===== config.mk =====
export PLATFORM = sky130hd
export DESIGN_NAME = xstat_irq_latch
export DESIGN_NICKNAME = d
export VERILOG_FILES = /design/src/rtl/xstat_pkg.sv /design/src/rtl/xstat_sync.sv /design/src/rtl/xstat_chan.sv /design/src/rtl/xstat_irq_latch.sv
export SDC_FILE = /design/constraint.sdc
export NUM_CORES = 1
export LEC_CHECK = 0
export ABC_AREA = 1
export BUFFER_PORTS_ARGS = -buffer_cell sky130_fd_sc_hd__buf_4
export CAP_MARGIN = 20
export CORE_ASPECT_RATIO = 2
export CORE_MARGIN = 3
export CORE_UTILIZATION = 43
export CTS_BUF_LIST = sky130_fd_sc_hd__clkbuf_8 sky130_fd_sc_hd__clkbuf_16
export DETAILED_ROUTE_END_ITERATION = 7
export GPL_ROUTABILITY_DRIVEN = 0
export PLACE_DENSITY = 0.71
export SLEW_MARGIN = 40
export SYNTH_ARGS = -nofsm -noshare
export SYNTH_HDL_FRONTEND = slang
export SYNTH_SLANG_ARGS = --single-unit

===== constraint.sdc =====
create_clock -name clk -period 1 [get_ports clk]
set_clock_uncertainty 0.15 [all_clocks]
set_input_delay 0.1 -clock clk [delete_from_list [all_inputs] [get_ports clk]]
set_output_delay 0.1 -clock clk [all_outputs]
set_load 0.01 [all_outputs]

===== src/rtl/xstat_pkg.sv =====
package xstat_pkg;
   localparam int STAT_W   = 8;
   localparam int NSRC     = 6;
   // Writable mask bits; bits 2 and 0 are reserved and read as zero.
   localparam logic [STAT_W-1:0] MASK_LEGAL = 8'hFA;

   // Internal source vector order: [5] brk, [4] txund, [3] cts, [2] hunt, [1] dcd, [0] zcount
   function automatic logic [NSRC-1:0] mask_to_src(input logic [STAT_W-1:0] m);
      return {m[7:3], m[1]};
   endfunction

   function automatic logic [STAT_W-1:0] pack_status(input logic [NSRC-1:0] s,
                                                     input logic txe, input logic rxa);
      return {s[5:1], txe, s[0], rxa};
   endfunction
endpackage


===== src/rtl/xstat_sync.sv =====
module xstat_sync #(
   parameter int WIDTH  = 1,
   parameter int STAGES = 2
) (
   input  logic             clk,
   input  logic             rst_n,
   input  logic [WIDTH-1:0] d_i,
   output logic [WIDTH-1:0] q_o
);
   if (STAGES < 2) begin : g_bad_stages
      $error("xstat_sync: STAGES must be at least 2");
   end
   if (WIDTH < 1) begin : g_bad_width
      $error("xstat_sync: WIDTH must be positive");
   end

   logic [WIDTH-1:0] pipe [STAGES];

   always_ff @(posedge clk or negedge rst_n) begin
      if (!rst_n) begin
         for (int i = 0; i < STAGES; i++) pipe[i] <= '0;
      end else begin
         pipe[0] <= d_i;
         for (int i = 1; i < STAGES; i++) pipe[i] <= pipe[i-1];
      end
   end

   assign q_o = pipe[STAGES-1];
endmodule


===== src/rtl/xstat_chan.sv =====
module xstat_chan
   import xstat_pkg::*;
#(
   parameter int                SYNC_STAGES = 2,
   parameter logic [STAT_W-1:0] MASK_RST    = 8'hFA
) (
   input  logic              clk,
   input  logic              rst_n,
   input  logic [NSRC-1:0]   src_i,
   input  logic              txe_i,
   input  logic              rxa_i,
   input  logic              stie_i,
   input  logic              rst_cmd_i,
   input  logic              mask_we_i,
   input  logic [STAT_W-1:0] mask_wd_i,
   output logic [STAT_W-1:0] stat_o,
   output logic [STAT_W-1:0] mask_o,
   output logic              pend_o
);
   logic [NSRC-1:0]   src_s;
   logic [NSRC-1:0]   snap_q;
   logic [STAT_W-1:0] mask_q;
   logic              pend_q;
   logic [NSRC-1:0]   diff;
   logic              hit;

   xstat_sync #(.WIDTH(NSRC), .STAGES(SYNC_STAGES)) u_sync (
      .clk   (clk),
      .rst_n (rst_n),
      .d_i   (src_i),
      .q_o   (src_s)
   );

   // The shown value doubles as the previous sample for edge detection,
   // so a change made while frozen is seen once the freeze lifts.
   always_comb begin
      diff = src_s ^ snap_q;
      hit  = stie_i & (|(diff & mask_to_src(mask_q)));
   end

   always_ff @(posedge clk or negedge rst_n) begin
      if (!rst_n) begin
         snap_q <= '0;
         pend_q <= 1'b0;
      end else if (!pend_q) begin
         snap_q <= src_s;
         pend_q <= hit;
      end else if (rst_cmd_i) begin
         pend_q <= 1'b0;
      end
   end

   always_ff @(posedge clk or negedge rst_n) begin
      if (!rst_n)         mask_q <= MASK_RST & MASK_LEGAL;
      else if (mask_we_i) mask_q <= mask_wd_i & MASK_LEGAL;
   end

   assign stat_o = pack_status(snap_q, txe_i, rxa_i);
   assign mask_o = mask_q;
   assign pend_o = pend_q;
endmodule


===== src/rtl/xstat_irq_latch.sv =====
module xstat_irq_latch
   import xstat_pkg::*;
#(
   parameter int                NCH         = 2,
   parameter int                SYNC_STAGES = 2,
   parameter logic [STAT_W-1:0] MASK_RST    = 8'hFA
) (
   input  logic                  clk,
   input  logic                  rst_n,
   input  logic [NCH-1:0]        brk_i,
   input  logic [NCH-1:0]        txund_i,
   input  logic [NCH-1:0]        cts_i,
   input  logic [NCH-1:0]        hunt_i,
   input  logic [NCH-1:0]        dcd_i,
   input  logic [NCH-1:0]        zcount_i,
   input  logic [NCH-1:0]        txe_i,
   input  logic [NCH-1:0]        rxa_i,
   input  logic [NCH-1:0]        rx_ip_i,
   input  logic [NCH-1:0]        tx_ip_i,
   input  logic [NCH-1:0]        mask_we_i,
   input  logic [STAT_W-1:0]     mask_wd_i,
   input  logic [NCH-1:0]        stie_i,
   input  logic                  mie_i,
   input  logic [NCH-1:0]        rst_stat_i,
   output logic [NCH*STAT_W-1:0] stat_o,
   output logic [NCH*STAT_W-1:0] mask_o,
   output logic [STAT_W-1:0]     pend_o,
   output logic                  irq_o
);
   localparam int FLAGS_PER_CH = 3;

   if (NCH != 2) begin : g_bad_nch
      $error("xstat_irq_latch: the summary byte packs exactly two channels");
   end
   if ((MASK_RST & ~MASK_LEGAL) != '0) begin : g_bad_mask_rst
      $error("xstat_irq_latch: MASK_RST sets reserved bits");
   end

   logic [NCH-1:0] st_pend;
   logic [NCH*FLAGS_PER_CH-1:0] flags;

   for (genvar ch = 0; ch < NCH; ch++) begin : g_ch
      xstat_chan #(.SYNC_STAGES(SYNC_STAGES), .MASK_RST(MASK_RST)) u_chan (
         .clk       (clk),
         .rst_n     (rst_n),
         .src_i     ({brk_i[ch], txund_i[ch], cts_i[ch], hunt_i[ch], dcd_i[ch], zcount_i[ch]}),
         .txe_i     (txe_i[ch]),
         .rxa_i     (rxa_i[ch]),
         .stie_i    (stie_i[ch]),
         .rst_cmd_i (rst_stat_i[ch]),
         .mask_we_i (mask_we_i[ch]),
         .mask_wd_i (mask_wd_i),
         .stat_o    (stat_o[ch*STAT_W +: STAT_W]),
         .mask_o    (mask_o[ch*STAT_W +: STAT_W]),
         .pend_o    (st_pend[ch])
      );
      // Channel 0 (A) lands in the upper triple, channel 1 (B) in the lower.
      assign flags[(NCH-1-ch)*FLAGS_PER_CH +: FLAGS_PER_CH] = {rx_ip_i[ch], tx_ip_i[ch], st_pend[ch]};
   end

   assign pend_o = {{(STAT_W-NCH*FLAGS_PER_CH){1'b0}}, flags};
   assign irq_o  = mie_i & (|flags);
endmodule


## Word level (Yosys, flattened, before mapping)

Cells that the tools add are included.

| cells by class | value |
|---|---|
| bitwise gates (word level) | 7 |
| reduce and logical (&&, ||, !) cells | 3 |
| mux-type cells | 4 |

Operator list:

| operator | number |
|---|---|
| 6-bit OR reduction | 3 |
| 6-bit bitwise AND | 2 |
| 6-bit bitwise XOR | 2 |
| 1-bit 2-to-1 mux | 4 |
| 1-bit bitwise AND | 3 |

| storage, ports and cells | value |
|---|---|
| register bits after elaboration | 50 |
| input port bits | 37 |
| output and inout bits | 41 |

## Logic depth before layout (Yosys ltp)

| depth | value |
|---|---|
| depth after elaboration | 5 |
| depth in mapped cells | 8 |
| mapped depth without buffers | 8 |

## Modules after synthesis

Synthesis repeated with hierarchy kept, for this count alone.

| unflattened totals | value |
|---|---|
| cell total of the unflattened synthesis | 191 |
| area, all modules | 2,092.0 sq um |

By module, submodules not included:

| module | cells each | sequential area each (sq um) | times used | area each (sq um) |
|---|---|---|---|---|
| xstat_chan | 71 | 332.8 | 2 | 664.4 |
| xstat_sync | 18 | 300.3 | 2 | 345.3 |
| xstat_irq_latch | 13 | 0.0 | 1 | 72.6 |

## Least setup slack after synthesis

No wires, ideal clock.

| path | value |
|---|---|
| path type | register to output |
| start point | register g_ch[1].u_chan.pend_q |
| end point | output irq_o |
| data required time | 750 ps |
| slack | -129 ps |
| arrival | 879 ps |
| cell stages (with the launch flop) | 6 |
| cell sequence | dfrtp_1 > buf_6 > inv_6 > nand3_2 > o31ai_2 > inv_1 |

| between the ends | value |
|---|---|
| longest elaborated chain between the ends | 2 |

Ends and longest elaborated chain:

| what | line | RTL |
|---|---|---|
| start: declaration | xstat_chan.sv:23 | `logic pend_q;` |
| start signal: assignment | xstat_chan.sv:47 | `pend_q <= hit;` |
| 6-bit OR reduction | xstat_irq_latch.sv:62 | `assign irq_o = mie_i & (\|flags);` |
| 1-bit bitwise AND | xstat_irq_latch.sv:62 |  |
| end: declaration | xstat_irq_latch.sv:28 | `output logic irq_o` |

Every way passes these cells.

## Worst setup path after layout

| path | value |
|---|---|
| start point | register g_ch[0].u_chan.pend_q |
| end point | output irq_o |

| between the ends | value |
|---|---|
| longest elaborated chain between the ends | 2 |

Ends and longest elaborated chain:

| what | line |
|---|---|
| start: declaration | xstat_chan.sv:23 |
| start signal: assignment | xstat_chan.sv:47 |
| 6-bit OR reduction | xstat_irq_latch.sv:62 |
| 1-bit bitwise AND | xstat_irq_latch.sv:62 |

Every way passes these cells.

==> impl_results.md <==
* CTS tree: done
* Routed Antenna Nets at 0
* Die H at 103 um
* Multiplexer share of the synthesized area at around 6.7%
* # port buffers at 61
* Die Area at around 5600 sq um
* Peak VDD IR at between 1.5 and 2 mV
* Worst path required time at between 0.7 and 0.8 ns
* FF+latch count, synth at 50
* CTS sink cnt at 50
* Slew Limit Fails at 0
* Post-synthesis cell type count at 17
* Post-Syn Instances at around 190
* Starting density of the core at between 40% and 50%
* CP arrival at between 1 and 1.5 ns
* Sequential share of the synthesized area at 62.4%
* Synth warn at 0
* Setup ws final at -0.466 ns
* Clock Pin Slew Worst Setup and Hold Paths at approximately 0.10 ns
* Synth Area in Adders at 0%
* Dpl cells at around 320
* Startpoint types: flip-flop
* HP Class: in2reg
* FMAX at between 600 and 700 MHz
* Die W at between 50 and 60 um
* Largest net degree at the start of global routing at 51
* Simple-gate share of the synthesized area at between 10% and 20%
* Failing checks: negative hold slack, negative setup slack
* Cts bufs inserted at 5
* Status: finished with violations
* Synthesized area at 2030 sq um
* Cell family with most CP delay: flip-flops
* Wire per inst at ~13 um
* Nets@finish at around 340
* Total of max-cap violations at 0
* Slowest stage delay, CP at 0.41 ns
* Core ar. at 4470 sq um
* Final setup fails at 38
* Worst setup path category: reg2out
* Number of hold buffers added after CTS at 23
* CP cell instances: clkinv_4 > nand3_2 > o31ai_2 > inv_1 > buf_6
* Max stage delay cell, worst path: dfrtp_1
* Via density at 4.40
* Crit. End Element: primary output
* Initial antenna violation count at 0
* Fin crit share at 147%
* Power Density at between 1500 and 2000 nW/um^2
* Main combinational cell family by area after synthesis: simple AND/OR/NAND/NOR gates
* Synth Area per Inst at ~11 sq um
* Worst-Skew Late Latency at 0.30 ns
* Post-layout util at 74.3%
* Diode count at 0
* Boundary Pins at just under 80
* Gr usage total at roughly 18%
* DR iter-0 viols at 30
* Final std cells w/o fill at between 300 and 400
* Fin Hold WS at -0.0184 ns
* H-tree depth at 2
* Minimum clock period after layout at ~1.5 ns
* Vias in the first global route at 1592
* Longest Clk Path Bufs at 2
* DP HPWL at between 2000 and 3000 um
* WL final at between 4000 and 5000 um
* RSZ-0062 raised after global routing: yes
* Area grow syn2layout at 63.4%
* Synth Area in XOR/XNOR at 0%
* Share of layout cells above drive strength 1 at 45.6%
* Number of remaining DRC errors at 0
* Place WS at -0.164 ns
* Final Hold Vio Count at 4
* Router iterations before antenna repair at 4
* Total gr overflow at 0
* Root Driver: clkbuf_8
* Compound-cell area share of the yosys netlist at around 1.6%
* First-pass GRT wire length at 7060 um
* Critical Path Fanout Max at 2
* Via count at 1590
* WP buf/inv at 3
* Highest-count cells in the layout ignoring fill and taps: nand2_1, buf_6, buf_4
* Cell Rows at 34
* Lkg Pwr at 1.69 nW
## metrics by stage
stage	area, sq um	total power, mW	setup TNS (ns)	hold WS, ns
final	3320	6.27	-7.70	-0.0184
after global placement	2650	4.29	-0.436	-0.0646
after global routing	3320	6.67	-9.50	-0.0329
after CTS	3260	6.25	-8.01	-0.0434
after detailed placement	2650	4.33	-0.556	-0.0625
after floorplan	2050	3.39	-0.276	-0.346
## power by group
part,switching [mW],internal [mW],total (mW)
clock,0.631,0.736,1.37
combinational,0.918,1.37,2.29
sequential,0.261,2.35,2.61
total,1.81,4.46,6.27
## cell usage after synthesis (all sizes together)
master	number	area, sq um
dfstp	12	315
nand3	7	40.0
o21ai	4	20.0
mux2	12	135
nand2	58	218
buf	20	153
inv	15	66.3
or2	2	12.5
dfrtp	38	951
o31ai	1	12.5
nor2	23	103
conb	1	3.75
## final timing paths
kind / start / end / slack [ns] / depth (start not counted)
setup / recovery: g_ch[0].u_chan.pend_o / irq_o / -0.47 / 5
hold / removal: mask_we_i[0] / g_ch[0].u_chan.mask_o[3] / -0.02 / 2
setup reg to reg: g_ch[0].u_chan.mask_o[3] / g_ch[0].u_chan.pend_o / -0.26 / 7
hold reg to reg: g_ch[1].u_chan.u_sync.pipe[8] / g_ch[1].u_chan.u_sync.q_o[2] / 0.20 / 0
max in group asynchronous: rst_n / g_ch[0].u_chan.mask_o[1] / 0.25 / 3
min in group asynchronous: rst_n / g_ch[1].u_chan.u_sync.pipe[7] / 0.16 / 3
## cell type report
cell class | count | area, sq um
clock inverters | 3 | 41.3
clock buffers | 5 | 68.8
flip-flops and latches | 50 | 1270
inverters | 15 | 66.3
multi-input cells | 113 | 622
fillers | 325 | 1150
well taps | 54 | 67.6
repair buffers | 121 | 1180
## timing repair
action / CTS / global route
resized for setup: 59 / 22
setup endpoints to repair: 39 / 49
pin swaps: 4 / 10
setup buffers: 8 / 4
hold endpoints to repair: 76 / 12
## sequential cells by signal, summed over array words and instances (netlist names)
signal                   count
g_ch.u_chan.mask_o          12
g_ch.u_chan.pend_o           2
g_ch.u_chan.snap_q          12
g_ch.u_chan.u_sync.pipe     12
g_ch.u_chan.u_sync.q_o      12
## routing by layer
layer / track usage (%) / vias up / part of all wire [%]
met5: 0 / - / 0
met4: 5.18 / 0 / 0.62
met3: 4.34 / 2 / 4.5
met2: 33.1 / 40 / 61
met1: 17.9 / 757 / 34
li1: - / 791 / -
## kinds of logic after synthesis
kind of cell,Yosys count
AOI/OAI and AO/OA,5
buffers and inverters,35
DFF,50
muxes,12
other,1
and+or+nand+nor,90
Power figures use the tool's default switching activity.
